## config.mk

```make
export PLATFORM = sky130hd
export DESIGN_NAME = irq_entry_seq
export DESIGN_NICKNAME = d
export VERILOG_FILES = /design/src/rtl/irq_seq_pkg.sv /design/src/rtl/irq_pend_bank.sv /design/src/rtl/irq_prio_sel.sv /design/src/rtl/irq_entry_ctrl.sv /design/src/rtl/irq_entry_seq.sv
export SDC_FILE = /design/constraint.sdc
export NUM_CORES = 1
export LEC_CHECK = 0
export CAP_MARGIN = 5
export CORE_MARGIN = 2
export CORE_UTILIZATION = 36
export CTS_CLUSTER_DIAMETER = 150
export CTS_CLUSTER_SIZE = 12
export DETAILED_ROUTE_END_ITERATION = 16
export GPL_ROUTABILITY_DRIVEN = 1
export PLACE_DENSITY = 0.77
export SLEW_MARGIN = 10
export SYNTH_ARGS = -nofsm -noshare
export SYNTH_HDL_FRONTEND = slang
export SYNTH_SLANG_ARGS = --single-unit
```

## constraint.sdc

```tcl
create_clock -name clk -period 1.7 [get_ports clk]
set_input_delay 0.34 -clock clk [delete_from_list [all_inputs] [get_ports clk]]
set_output_delay 0.34 -clock clk [all_outputs]
set_load 0.005 [all_outputs]
```

## src/rtl/irq_seq_pkg.sv

```systemverilog
package irq_seq_pkg;

    localparam int IDX_W = 4;

    typedef logic [IDX_W-1:0] src_idx_t;

    typedef struct packed {
        logic     any;
        src_idx_t idx;
    } pick_t;

    function automatic pick_t pick_lowest(input logic [15:0] live, input int n);
        pick_t r;
        r.any = 1'b0;
        r.idx = '0;
        for (int i = 15; i >= 0; i--) begin
            if (i < n && live[i]) begin
                r.any = 1'b1;
                r.idx = src_idx_t'(i);
            end
        end
        return r;
    endfunction

endpackage

```

## src/rtl/irq_pend_bank.sv

```systemverilog
module irq_pend_bank #(
    parameter int NSRC = 4
) (
    input  logic            clk,
    input  logic            rst,
    input  logic [NSRC-1:0] req_i,
    input  logic [NSRC-1:0] clr_i,
    output logic [NSRC-1:0] pend_o
);
    for (genvar g = 0; g < NSRC; g++) begin : g_flag
        always_ff @(posedge clk) begin
            if (rst) pend_o[g] <= 1'b0;
            else     pend_o[g] <= req_i[g] | (pend_o[g] & ~clr_i[g]);
        end

        AST_REQ_SETS_PEND: assert property (@(posedge clk) disable iff (rst)
            req_i[g] |=> pend_o[g]);
    end
endmodule

```

## src/rtl/irq_prio_sel.sv

```systemverilog
module irq_prio_sel
    import irq_seq_pkg::*;
#(
    parameter int NSRC = 4
) (
    input  logic            clk,
    input  logic            rst,
    input  logic [NSRC-1:0] pend_i,
    input  logic [NSRC-1:0] mask_i,
    output pick_t           pick_o,
    output logic [NSRC-1:0] grant_o
);
    logic [15:0] live;

    always_comb begin
        live = '0;
        live[NSRC-1:0] = pend_i & ~mask_i;
        pick_o = pick_lowest(live, NSRC);
        grant_o = '0;
        for (int i = 0; i < NSRC; i++) begin
            if (pick_o.any && pick_o.idx == src_idx_t'(i)) grant_o[i] = 1'b1;
        end
    end

    AST_GRANT_ONEHOT: assert property (@(posedge clk) disable iff (rst)
        $onehot0(grant_o));
    AST_GRANT_UNMASKED: assert property (@(posedge clk) disable iff (rst)
        (grant_o & mask_i) == '0);
endmodule

```

## src/rtl/irq_entry_ctrl.sv

```systemverilog
module irq_entry_ctrl
    import irq_seq_pkg::*;
#(
    parameter int                             NSRC         = 4,
    parameter int                             VEC_W        = 12,
    parameter logic [NSRC-1:0][VEC_W-1:0]     VECTORS      = '0,
    parameter bit                             IME_AT_RESET = 1'b1
) (
    input  logic            clk,
    input  logic            rst,
    input  logic            cyc_end_i,
    input  logic            busy_i,
    input  logic            skip_i,
    input  logic            rtni_i,
    input  pick_t           pick_i,
    input  logic [NSRC-1:0] grant_i,
    output logic [NSRC-1:0] clr_o,
    output logic            int_o,
    output logic [VEC_W-1:0] vec_o,
    output logic            ime_o
);
    localparam int SEL_W = (NSRC > 1) ? $clog2(NSRC) : 1;

    logic take;

    assign take  = cyc_end_i && ime_o && !busy_i && !skip_i && !rtni_i && pick_i.any;
    assign clr_o = take ? grant_i : '0;

    always_ff @(posedge clk) begin
        if (rst) begin
            int_o <= 1'b0;
            vec_o <= '0;
            ime_o <= IME_AT_RESET;
        end else begin
            int_o <= take;
            if (take) begin
                vec_o <= VECTORS[pick_i.idx[SEL_W-1:0]];
                ime_o <= 1'b0;
            end else if (cyc_end_i && rtni_i) begin
                ime_o <= 1'b1;
            end
        end
    end

    AST_STROBE_SINGLE: assert property (@(posedge clk) disable iff (rst)
        int_o |=> !int_o);
    AST_ENTRY_DISABLES: assert property (@(posedge clk) disable iff (rst)
        int_o |-> !ime_o);
    AST_ENTRY_ON_BOUNDARY: assert property (@(posedge clk) disable iff (rst)
        int_o |-> $past(cyc_end_i));
    AST_NO_ENTRY_BUSY: assert property (@(posedge clk) disable iff (rst)
        int_o |-> !$past(busy_i));
    AST_NO_ENTRY_SKIP: assert property (@(posedge clk) disable iff (rst)
        int_o |-> !$past(skip_i));
    AST_RETURN_ENABLES: assert property (@(posedge clk) disable iff (rst)
        (cyc_end_i && rtni_i) |=> (ime_o && !int_o));
endmodule

```

## src/rtl/irq_entry_seq.sv

```systemverilog
module irq_entry_seq #(
    parameter int                         NSRC         = 4,
    parameter int                         VEC_W        = 12,
    parameter logic [NSRC-1:0][VEC_W-1:0] VECTORS      = {12'h01C, 12'h014, 12'h00C, 12'h004},
    parameter bit                         IME_AT_RESET = 1'b1
) (
    input  logic             clk,
    input  logic             rst,
    input  logic [NSRC-1:0]  req_i,
    input  logic [NSRC-1:0]  mask_i,
    input  logic             cyc_end_i,
    input  logic             busy_i,
    input  logic             skip_i,
    input  logic             rtni_i,
    output logic             int_o,
    output logic             push_pc_o,
    output logic [VEC_W-1:0] vec_o,
    output logic             ime_o
);
    import irq_seq_pkg::*;

    logic [NSRC-1:0] pend;
    logic [NSRC-1:0] grant;
    logic [NSRC-1:0] clr;
    pick_t           pick;

    irq_pend_bank #(.NSRC(NSRC)) u_pend (
        .clk    (clk),
        .rst    (rst),
        .req_i  (req_i),
        .clr_i  (clr),
        .pend_o (pend)
    );

    irq_prio_sel #(.NSRC(NSRC)) u_prio (
        .clk     (clk),
        .rst     (rst),
        .pend_i  (pend),
        .mask_i  (mask_i),
        .pick_o  (pick),
        .grant_o (grant)
    );

    irq_entry_ctrl #(
        .NSRC         (NSRC),
        .VEC_W        (VEC_W),
        .VECTORS      (VECTORS),
        .IME_AT_RESET (IME_AT_RESET)
    ) u_ctrl (
        .clk       (clk),
        .rst       (rst),
        .cyc_end_i (cyc_end_i),
        .busy_i    (busy_i),
        .skip_i    (skip_i),
        .rtni_i    (rtni_i),
        .pick_i    (pick),
        .grant_i   (grant),
        .clr_o     (clr),
        .int_o     (int_o),
        .vec_o     (vec_o),
        .ime_o     (ime_o)
    );

    assign push_pc_o = int_o;

    AST_PUSH_WITH_STROBE: assert property (@(posedge clk) disable iff (rst)
        $rose(int_o) |-> (push_pc_o && !ime_o));
endmodule

```

After elaboration in Yosys (flattened, before gate mapping)
Cells that the tools add are included.
Widths: inputs -> output; s select.

storage, ports and cells
  bits in registers = 18
  word-level logic and storage cells = 53

cells by class
  reduce and logical (&&, ||, !) cells = 15
  multiplexer cells = 13
  bitwise gates (word level) = 14
  magnitude comparators = 1
  equality and inequality tests = 3

operator list
  kind                number
  $bmux 12 s2         1
  $mux 5              4
  $mux 12             1
  $logic_and 1x1->1   10
  $eq 4x2->1 const B  2
  $mux 1              6
  $and 1x1->1         4
  $and 4x4->4         1
  $eq 4x1->1 const B  1
  $logic_not 4->1     1
  $mux 4              1
  $not 1->1           4
  $not 4->4           1
  $or 1x1->1          4
  $logic_not 1->1     3
  $lt 2x3->1 const B  1
  $reduce_bool 2->1   1

Depth between registers and ports, before layout
  word-level depth = 13
  depth in mapped cells = 4
  mapped depth without buffers = 4

Cells and area by module
From an unflattened synthesis, not the netlist that was laid out.

second synthesis, totals
  cells, all modules = 66
  area, all modules = 559.3 sq um

by module, submodules not included
  module          cells each  area an instance (sq um)  seq. area each (sq um)  instances
  irq_entry_ctrl  32          297.8                     100.1                   1
  irq_pend_bank   16          140.1                     80.1                    1
  irq_prio_sel    17          113.9                     0.0                     1
  irq_entry_seq   1           7.5                       0.0                     1

Worst setup path after synthesis
Ideal clock, no wire load.

  path kind = input -> register
  from = input port busy_i
  to = register u_pend.pend_o[2]
  setup slack = 0.280 ns
  stages on the path = 3
  required time = 1.569 ns
  arrival time = 1.289 ns
  buffers on the path = 0
  cell sequence = or4_4 o41ai_2 a21oi_1

between the ends
  word-level cells in the longest chain between the ends = 9

RTL lines
  element                          line                  RTL
  start: declaration               irq_entry_seq.sv:12   input logic busy_i,
  $logic_not 1->1                  irq_entry_ctrl.sv:26  assign take = cyc_end_i && ime_o && !busy_i && !skip_i && !rtni_i && pick_i.any;
  $logic_and 1x1->1 (4 in series)  irq_entry_ctrl.sv:26
  $mux 4                           irq_entry_ctrl.sv:27  assign clr_o = take ? grant_i : '0;
  $not 1->1                        irq_pend_bank.sv:13   else pend_o[g] <= req_i[g] | (pend_o[g] & ~clr_i[g]);
  $and 1x1->1                      irq_pend_bank.sv:13
  $or 1x1->1                       irq_pend_bank.sv:13
  end signal: indexed assignment   irq_pend_bank.sv:13
  end: declaration                 irq_pend_bank.sv:8    output logic [NSRC-1:0] pend_o

No other way between the ends.
A chain may end at the register's enable or synchronous reset.

Final worst setup path
Ends and elaborated chain as after synthesis.

==> impl_metrics.yaml <==
synth:
  yosys.area_share.xor_xnor_pct: 0
  ys_seq_elements: 9
  syn_inst: 62
  synth_cell_types: 22
  synth-seq-area-share_pct: 36.1
  ys.warnings.count: 0
  synth-compound-area-share_pct: 17.3
  synth_adder_area_share_pct: 0
  syn_area_um2: 499
  avgSynthCellArea_um2: 8.05
  synth.area.mux_share_pct: 2.01
  synth_simple_gate_area_share_pct: 25.8
  synth_top_family_by_area: "simple AND/OR/NAND/NOR gates"
final_layout:
  layout.cells.non_filler: 100
  antenna_cells: 0
  fin_nets: 100
  final_util_pct: 54.7
  drive_gt1_share_pct: 10.6
  nFillCells: 133
  syn_to_final_growth_pct: 42.6
route:
  ant_nets: 0
  drc: 0
  drtPass1Iterations: 4
  finalWirelength_um: 935
  vias: 460
  drt_iter0_markers: 2
  avgRoutedWirePerCell_um: 9.35
  vias_per_cell: 4.60
worst_setup_path:
  crit_chain: "clkdlybuf4s50_1 -> or4_4 -> o41ai_2 -> a21oi_1"
  critPathTopFamily: "simple AND/OR/NAND/NOR gates"
  rr_endpoint: "u_pend.pend_o[2]"
  cp-start-kind: "input pin"
  arrival_ns: 1.72
  critical_path_class: "in -> reg"
  max_stage_delay_ns: 0.58
  worst-path-max-fanout: 4
  cp.buffers_inverters: 1
  cp_data_required_time_ns: 1.84
  worstRegToRegCells: 4
  reg2reg_slack_ns: 0.33
  critical-path-slowest-cell: "or4_4"
  cp-end-kind: "register"
  rr_startpoint: "u_ctrl.ime_o"
hold_path:
  min_from: "u_ctrl.vec_o[2]"
  min_path_type: "reg -> reg"
  min_to: "u_ctrl.vec_o[2]"
  holdPathStages: 2
floorplanning:
  num_io_pins: 29
  initial_core_util_pct: 38.4
  die_y_um: 41.2
  rows: 13
  core_area_um2: 1300
  die_area_um2: 1700
  die_x_um: 41.2
cts:
  cts_tree: "done"
  clk_pin_slew_ns: 0.06
  htreeDepth: 1
  ctsHoldBuffers: 0
  worstSkewPairLatency_ns: 0.26
  cts-root-buf: "clkbuf_4"
  cts.sinks: 9
  cts_made_buffers: 3
  cts.repair.resized: 0
  clockBufferDepth: 2
  cts_setup_buffers: 0
sta:
  fin_skew_ns: 0.00248
  drv_slew: 0
  fin_setup_tns_ns: 0
  period_minus_slack_ns: 1.58
  timing.hold.ws_ns: 0.453
  hold_violations: 0
  finalCritPeriodShare_pct: 92.9
  setup_violations: 0
  rsz0062_at_grt: "false"
  max_freq_ghz: 0.633
place:
  io_buffers: 19
  dp_cells: 96
  place_hpwl_um: 762
  routabilityCongestion: 0.726
power_and_ir_drop:
  ir_worst_vdd_mv: 0.356
  power.density_nw_per_um2: 673
  p_leak_nw: 0.297
  power_uw: 479
global_routing:
  grt_pass1_vias: 391
  grt_max_degree: 12
  grt_overflow: 0
  grt_pass1_wl_um: 1470
  antenna_found_initial: 0
  track_usage_pct: 13.5
status:
  run_status: "finished clean"
run:
  maxCapViolations: 0
-- logic make-up (layout without fill, tap and decap cells) --
| family | after synthesis | count (layout) |
|---|---|---|
| other | 1 | 9 |
| buffers and inverters | 14 | 29 |
| AO/OA/AOI/OAI | 13 | 13 |
| multiplexers | 1 | 1 |
| AND/OR/NAND/NOR | 24 | 24 |
| flip-flops | 9 | 9 |
-- per-stage QoR --
stage,area [µm²],setup WS (ns)
2_1_floorplan,529,0.280
5_1_grt,712,0.0449
6_report,712,0.121
3_5_place_dp,682,-0.205
3_3_place_gp,682,-0.190
4_1_cts,708,0.0753
-- placed cells by master (no fill, tap or decap) --
cell,instances
o21bai_1,1
clkbuf_1,1
o22ai_1,1
conb_1,9
inv_1,3
nand2b_1,6
buf_4,3
a311oi_1,1
a21oi_1,4
nor4_1,1
nor2b_1,3
clkbuf_4,3
nand3_1,1
nor3_1,2
a211oi_1,1
nor2_1,6
dfxtp_1,9
mux2i_1,1
a21oi_2,1
or4_4,1
o21ai_0,3
o41ai_2,1
nand2_1,3
and2_1,1
clkdlybuf4s50_1,19
-- area by class of cell --
class | count | area, µm² | share of cell area (%)
timing repair buffer | 22 | 213 | 29.9
tap | 15 | 18.8 | 2.64
sequential | 9 | 180 | 25.3
multi-input combinational | 47 | 263 | 36.9
inverter | 3 | 11.3 | 1.58
clock buffer | 4 | 26.3 | 3.69
-- worst max-delay path by stage --
stage	from	end	slack, ns	cells past startpoint
2_1_floorplan	busy_i	u_pend.pend_o[2]	0.28	3
3_3_place_gp	busy_i	u_pend.pend_o[2]	-0.19	4
3_5_place_dp	busy_i	u_pend.pend_o[2]	-0.21	4
4_1_cts	busy_i	u_pend.pend_o[2]	0.08	4
5_1_grt	cyc_end_i	u_pend.pend_o[2]	0.04	5
6_report	busy_i	u_pend.pend_o[2]	0.12	4
-- worst reg2reg max path, cell delays in order (launching register included) --
cell and delay [ns]:
dfxtp_1 0.35, nand2_1 0.07, or4_4 0.46, o41ai_2 0.28
a21oi_1 0.09
-- cells in the mapped netlist --
master / count / area (µm²)
and2_1: 1 / 6.26
nor4_1: 1 / 6.26
nand2b_1: 6 / 37.5
buf_4: 10 / 75.1
nor2_1: 6 / 22.5
nor2b_1: 3 / 18.8
nand3_1: 1 / 5.00
o21ai_0: 3 / 15.0
or4_4: 1 / 11.3
inv_1: 3 / 11.3
clkbuf_1: 1 / 3.75
nand2_1: 3 / 11.3
a21oi_1: 5 / 25.0
dfxtp_1: 9 / 180
o22ai_1: 1 / 6.26
a311oi_1: 1 / 8.76
a211oi_1: 1 / 7.51
o41ai_2: 1 / 16.3
conb_1: 1 / 3.75
nor3_1: 2 / 10.0
mux2i_1: 1 / 10.0
o21bai_1: 1 / 7.51
-- state kept, by name, indices dropped and copies added, names as in the netlist --
name           flops
u_pend.pend_o      4
u_ctrl.int_o       1
u_ctrl.ime_o       1
u_ctrl.vec_o       3
-- power by group --
part / leakage, nW / total [mW] / switching (mW) / internal (mW)
registers: 0.0740 / 0.225 / 0.00508 / 0.220
clock network: 0.0150 / 0.166 / 0.0752 / 0.0905
logic: 0.208 / 0.0882 / 0.0363 / 0.0518
-- metal layers --
layer	share of wire [%]	vias to the layer above	track usage [%]
li1	-	238	-
met2	45	23	23.8
met1	44	197	14.5
met5	0	-	0
met3	9.5	2	4.89
met4	1.5	0	4.84
Power figures use the tool's default switching activity.
